--- src/rtl/pcs_pkg.sv ---
package pcs_pkg;

    typedef enum logic [2:0] {
        OP_STEP   = 3'd0,
        OP_ADDREL = 3'd1,
        OP_LDLO   = 3'd2,
        OP_WRLO   = 3'd3,
        OP_JUMP   = 3'd4,
        OP_CALL   = 3'd5,
        OP_RETURN = 3'd6,
        OP_IRQ    = 3'd7
    } pcs_op_e;

    typedef enum logic {
        SEQ_ISSUE  = 1'b0,
        SEQ_REFILL = 1'b1
    } pcs_seq_e;

endpackage

--- src/rtl/pcs_seq.sv ---
module pcs_seq
    import pcs_pkg::*;
(
    input  logic clk,
    input  logic rst_n,
    input  logic redirect_i,
    output logic accept_o,
    output logic stall_o
);

    pcs_seq_e state_q;
    pcs_seq_e state_d;

    always_comb begin
        state_d = state_q;
        unique case (state_q)
            SEQ_ISSUE:  state_d = redirect_i ? SEQ_REFILL : SEQ_ISSUE;
            SEQ_REFILL: state_d = SEQ_ISSUE;
        endcase
    end

    always_ff @(posedge clk or negedge rst_n) begin
        if (!rst_n) state_q <= SEQ_ISSUE;
        else        state_q <= state_d;
    end

    always_comb begin
        accept_o = 1'b0;
        stall_o  = 1'b0;
        unique case (state_q)
            SEQ_ISSUE:  accept_o = 1'b1;
            SEQ_REFILL: stall_o  = 1'b1;
        endcase
    end

endmodule

--- src/rtl/pcs_next.sv ---
module pcs_next
    import pcs_pkg::*;
#(
    parameter int PC_W    = 10,
    parameter int DATA_W  = 8,
    parameter logic [PC_W-1:0] IRQ_VEC = 10'h008
) (
    input  logic              accept_i,
    input  logic [2:0]        op_i,
    input  logic [PC_W-1:0]   pc_i,
    input  logic [DATA_W-1:0] byte_i,
    input  logic [PC_W-1:0]   addr_i,
    input  logic [PC_W-1:0]   top_i,
    output logic [PC_W-1:0]   pc_d_o,
    output logic              redirect_o,
    output logic              push_o,
    output logic [PC_W-1:0]   push_data_o,
    output logic              pop_o
);

    localparam int HI_W = PC_W - DATA_W;

    pcs_op_e           op;
    logic [PC_W-1:0]   pc_inc;
    logic [PC_W-1:0]   pc_rel;
    logic [PC_W-1:0]   pc_low;

    assign op     = pcs_op_e'(op_i);
    assign pc_inc = PC_W'(pc_i + PC_W'(1));
    assign pc_rel = PC_W'(pc_inc + PC_W'(byte_i));
    assign pc_low = {pc_i[PC_W-1 -: HI_W], byte_i};

    always_comb begin
        pc_d_o      = pc_i;
        redirect_o  = 1'b0;
        push_o      = 1'b0;
        push_data_o = pc_inc;
        pop_o       = 1'b0;
        if (accept_i) begin
            unique case (op)
                OP_STEP: pc_d_o = pc_inc;
                OP_ADDREL: begin
                    pc_d_o     = pc_rel;
                    redirect_o = 1'b1;
                end
                OP_LDLO, OP_WRLO: begin
                    pc_d_o     = pc_low;
                    redirect_o = 1'b1;
                end
                OP_JUMP: begin
                    pc_d_o     = addr_i;
                    redirect_o = 1'b1;
                end
                OP_CALL: begin
                    pc_d_o      = addr_i;
                    redirect_o  = 1'b1;
                    push_o      = 1'b1;
                    push_data_o = pc_inc;
                end
                OP_RETURN: begin
                    pc_d_o     = top_i;
                    redirect_o = 1'b1;
                    pop_o      = 1'b1;
                end
                OP_IRQ: begin
                    pc_d_o      = IRQ_VEC;
                    redirect_o  = 1'b1;
                    push_o      = 1'b1;
                    push_data_o = pc_i;
                end
            endcase
        end
    end

endmodule

--- src/rtl/pcs_stack.sv ---
module pcs_stack #(
    parameter int W     = 10,
    parameter int DEPTH = 5
) (
    input  logic         clk,
    input  logic         rst_n,
    input  logic         push_i,
    input  logic [W-1:0] push_data_i,
    input  logic         pop_i,
    output logic [W-1:0] top_o
);

    localparam int PTR_W = (DEPTH > 1) ? $clog2(DEPTH) : 1;
    localparam logic [PTR_W-1:0] LAST = PTR_W'(DEPTH - 1);

    logic [PTR_W-1:0] ptr_q;
    logic [PTR_W-1:0] ptr_up;
    logic [PTR_W-1:0] ptr_dn;
    logic [W-1:0]     slot_q [DEPTH];

    assign ptr_up = (ptr_q == LAST) ? '0 : PTR_W'(ptr_q + PTR_W'(1));
    assign ptr_dn = (ptr_q == '0) ? LAST : PTR_W'(ptr_q - PTR_W'(1));
    assign top_o  = slot_q[ptr_dn];

    always_ff @(posedge clk or negedge rst_n) begin
        if (!rst_n)      ptr_q <= '0;
        else if (push_i) ptr_q <= ptr_up;
        else if (pop_i)  ptr_q <= ptr_dn;
    end

    for (genvar g = 0; g < DEPTH; g++) begin : g_slot
        always_ff @(posedge clk or negedge rst_n) begin
            if (!rst_n)
                slot_q[g] <= '0;
            else if (push_i && (ptr_q == PTR_W'(g)))
                slot_q[g] <= push_data_i;
        end
    end

endmodule

--- src/rtl/pc_stack_unit.sv ---
module pc_stack_unit #(
    parameter int PC_W    = 10,
    parameter int DATA_W  = 8,
    parameter int DEPTH   = 5,
    parameter logic [PC_W-1:0] IRQ_VEC = 10'h008
) (
    input  logic              clk,
    input  logic              rst_n,
    input  logic [2:0]        op_i,
    input  logic [DATA_W-1:0] byte_i,
    input  logic [PC_W-1:0]   addr_i,
    output logic [PC_W-1:0]   pc_o,
    output logic              stall_o
);

    logic              accept;
    logic              redirect;
    logic              push;
    logic              pop;
    logic [PC_W-1:0]   push_data;
    logic [PC_W-1:0]   top;
    logic [PC_W-1:0]   pc_q;
    logic [PC_W-1:0]   pc_d;

    pcs_seq u_seq (
        .clk        (clk),
        .rst_n      (rst_n),
        .redirect_i (redirect),
        .accept_o   (accept),
        .stall_o    (stall_o)
    );

    pcs_next #(.PC_W(PC_W), .DATA_W(DATA_W), .IRQ_VEC(IRQ_VEC)) u_next (
        .accept_i    (accept),
        .op_i        (op_i),
        .pc_i        (pc_q),
        .byte_i      (byte_i),
        .addr_i      (addr_i),
        .top_i       (top),
        .pc_d_o      (pc_d),
        .redirect_o  (redirect),
        .push_o      (push),
        .push_data_o (push_data),
        .pop_o       (pop)
    );

    pcs_stack #(.W(PC_W), .DEPTH(DEPTH)) u_stack (
        .clk         (clk),
        .rst_n       (rst_n),
        .push_i      (push),
        .push_data_i (push_data),
        .pop_i       (pop),
        .top_o       (top)
    );

    always_ff @(posedge clk or negedge rst_n) begin
        if (!rst_n) pc_q <= '0;
        else        pc_q <= pc_d;
    end

    assign pc_o = pc_q;

endmodule

--- config.mk ---
export PLATFORM = sky130hd
export DESIGN_NAME = pc_stack_unit
export DESIGN_NICKNAME = d
export VERILOG_FILES = /design/src/rtl/pcs_pkg.sv /design/src/rtl/pcs_seq.sv /design/src/rtl/pcs_next.sv /design/src/rtl/pcs_stack.sv /design/src/rtl/pc_stack_unit.sv
export SDC_FILE = /design/constraint.sdc
export NUM_CORES = 1
export LEC_CHECK = 0
export BUFFER_PORTS_ARGS = -buffer_cell sky130_fd_sc_hd__buf_2
export CORE_UTILIZATION = 63
export CTS_CLUSTER_DIAMETER = 200
export CTS_CLUSTER_SIZE = 20
export DETAILED_ROUTE_END_ITERATION = 16
export PLACE_DENSITY = 0.9
export SYNTH_ARGS = -nofsm -noshare
export SYNTH_HDL_FRONTEND = slang
export SYNTH_SLANG_ARGS = --single-unit
--- constraint.sdc ---
create_clock -name clk -period 4.4 [get_ports clk]
set_input_delay 0.44 -clock clk [delete_from_list [all_inputs] [get_ports clk]]
set_output_delay 0.44 -clock clk [all_outputs]
set_load 0.005 [all_outputs]
==> impl_metrics.tcl <==
set metrics [dict create \
    die_w_um 80.9 \
    synth_area_leaders "dfrtp_1 41%, nand2_1 6.9%, o21ai_0 6.6%" \
    rows 28 \
    synth_ff_type "dfrtp_1" \
    start_util 0.658 \
    period_share 0.713 \
    fin_crit_ns 3.14 \
    post-dp-hpwl_um 6970 \
    setup_tns_ns 0 \
    crit_path_end_kind "register" \
    drc 0 \
    p_leak_uw 0.00186 \
    powerDensity_mw_per_mm2 671 \
    fmax_ghz 0.319 \
    p_comb_frac 0.476 \
    switching_share 0.430 \
    viasPerCell 6.58 \
    ctsHoldBuffers 0 \
    io_pins 34 \
    syn_nets 485 \
    place_congestion 0.921 \
    portBuffers 33 \
    drtPass1Iterations 5 \
    ir_drop_mv 0.372 \
    synth_seq_cells 64 \
    setup_viol 0 \
    yosys_warnings 0 \
    clk_path_buf_depth 2 \
    cts_tree "yes" \
    final_cell_mix "72 x nand2_1, 64 x dfrtp_1, 52 x o21ai_0" \
    yosysTopAreaCellShare 0.408 \
    path_max_fanout 12 \
    n_fill_cell 458 \
    cp-start-kind "register" \
    drt_iter0_markers 336 \
    crit_required_ns 4.60 \
    avgSynthCellArea_sq_um 8.81 \
    ant_nets 0 \
    htreeDepth 3 \
    grtUsageTotal 0.326 \
    clock_sinks 64 \
    diodes 0 \
    p_seq_frac 0.376 \
    die_area_sq_mm 0.00654 \
    yosysUniqueCellTypes 52 \
    area_growth_pct 7.72 \
    cts-root-buf "clkbuf_8" \
    seq_area_frac_synth 0.408 \
    grt_pass1_wl_um 15900 \
    core_area_sq_mm 0.00596 \
    netlist_area_sq_mm 0.00392 \
    p_sw_uw 1220 \
    grt_setup_unrepaired "no" \
    p_int_uw 1620 \
    drive_gt1_frac 0.141 \
    hp-class "in -> async" \
    hold_viol 0 \
    setup_ws_ns 1.26 \
    numCtsBuffers 9 \
    fin_nets 504 \
    cp.arrival_ns 3.34 \
    grt_antenna_before_repair 0 \
    synthArstFlopShare 1.00 \
    fp.dieH_um 80.9 \
    drv_cap 0 \
    synthCells 445 \
    dp_slack_ns 1.31 \
    vias 3566 \
    post-cts-setup-buffers 0 \
    clk_pin_slew_ns 0.07 \
    crit_type "reg -> reg" \
    grt_pass1_vias 3342 \
    status "finished clean" \
    finish.utilization 0.709 \
    maxSlewHeadroom 0.455 \
    grt.overflow.total 0 \
    yosysTopAreaCell "dfrtp_1" \
    finClkSkew_ns 0.00899 \
    clkPwrFrac 0.149 \
    layout_commonest_cell "nand2_1" \
    routedWlPerCell_um 18.5 \
    wl_um 10000 \
    worstSkewPairLatency_ns 0.34 \
    synth_edf_count 0 \
    cts_resized 0 \
    grt_max_degree 65 \
    worstMarginPinSlew_ns 0.817 \
    finalMaxSlewViolations 0 \
]
Yosys cell counts (3+ instances only):
cell type and number:
nand2_1 72, dfrtp_1 64, o21ai_0 52, a21oi_1 42, nor2_1 41, clkbuf_1 18
ha_1 16, xnor2_1 16, inv_1 11, mux4_2 8, a211oi_1 7, mux2i_1 7
o22ai_1 7, nor3_1 6, xor2_1 6, a22oi_1 5, o211ai_1 5, a31oi_1 4
buf_2 4, nand3_1 4, nor2b_1 4, a21o_1 3
metrics by stage:
step / hold slack (ns) / instance area (sq um) / total power [uW] / cells
2_1_floorplan: 0.144 / 3920 / 2020 / 445
3_3_place_gp: 0.458 / 4070 / 2290 / 528
3_5_place_dp: 0.466 / 4070 / 2360 / 528
4_1_cts: 0.302 / 4220 / 2790 / 542
5_1_grt: 0.350 / 4220 / 3020 / 542
6_report: 0.268 / 4220 / 2830 / 542
power groups by stage:
stage / clock network, uW / registers [uW] / logic [uW]
4_1_cts: 421 / 1050 / 1320
3_5_place_dp: 0 / 1060 / 1300
5_1_grt: 448 / 1080 / 1490
6_report: 422 / 1060 / 1350
2_1_floorplan: 0 / 974 / 1050
3_3_place_gp: 0 / 1040 / 1250
cell type report:
type                            instances  area (sq um)  area share
Clock buffer                           13           149      0.0352
Clock inverter                          1          5.00     0.00118
Inverter                               13          48.8      0.0116
Multi-Input combinational cell        342          2150       0.510
Sequential cell                        64          1600       0.379
Tap cell                               75          93.8      0.0222
Timing Repair Buffer                   34           173      0.0409
final timing paths:
kind / start / depth (start not counted) / endpoint / slack [ns]
max: u_stack.ptr_q[0]$_DFFE_PN0P_ / 7 / pc_o[5]$_DFFE_PN0N_ / 1.26
min reg2reg: u_stack.slot_q[46]$_DFFE_PN0P_ / 2 / u_stack.slot_q[46]$_DFFE_PN0P_ / 0.48
min: rst_n / 2 / u_stack.slot_q[17]$_DFFE_PN0P_ / 0.27
max reg2reg: u_stack.ptr_q[0]$_DFFE_PN0P_ / 7 / pc_o[5]$_DFFE_PN0N_ / 1.26
max in group asynchronous: rst_n / 2 / u_stack.slot_q[48]$_DFFE_PN0P_ / 3.60
min in group clk: byte_i[0] / 3 / pc_o[0]$_DFFE_PN0N_ / 0.45
metal layers:
layer	part of all wire	wire length, um	global-route usage	vias up
li1	-	-	-	1612
met1	0.42	4160	0.417	1687
met2	0.47	4670	0.503	215
met3	0.080	797	0.0730	52
met4	0.039	392	0.205	0
met5	0	0	0	-
state kept, by name, summed over array words and instances, names as in the netlist:
| name | flops |
|---|---|
| u_stack.slot_q | 50 |
| pc_o | 10 |
| u_stack.ptr_q | 3 |
| u_seq.state_q | 1 |
cell families after synthesis:
group	share of synthesized area
buffers and inverters	0.0424
AO/OA/AOI/OAI	0.209
flip-flops	0.408
AND/OR/NAND/NOR	0.165
adder cells (fa/ha/maj)	0.0562
multiplexers	0.0696
XOR/XNOR	0.0491
worst max-delay path, cell delays in order, from the launching register on:
cell,delay (ns)
dfrtp_1,0.58
inv_1,0.15
ha_1,0.39
a21oi_2,0.70
mux4_2,0.59
a221o_1,0.34
a221oi_2,0.18
a21oi_1,0.06
No activity file was read; power rests on OpenSTA's default activity.
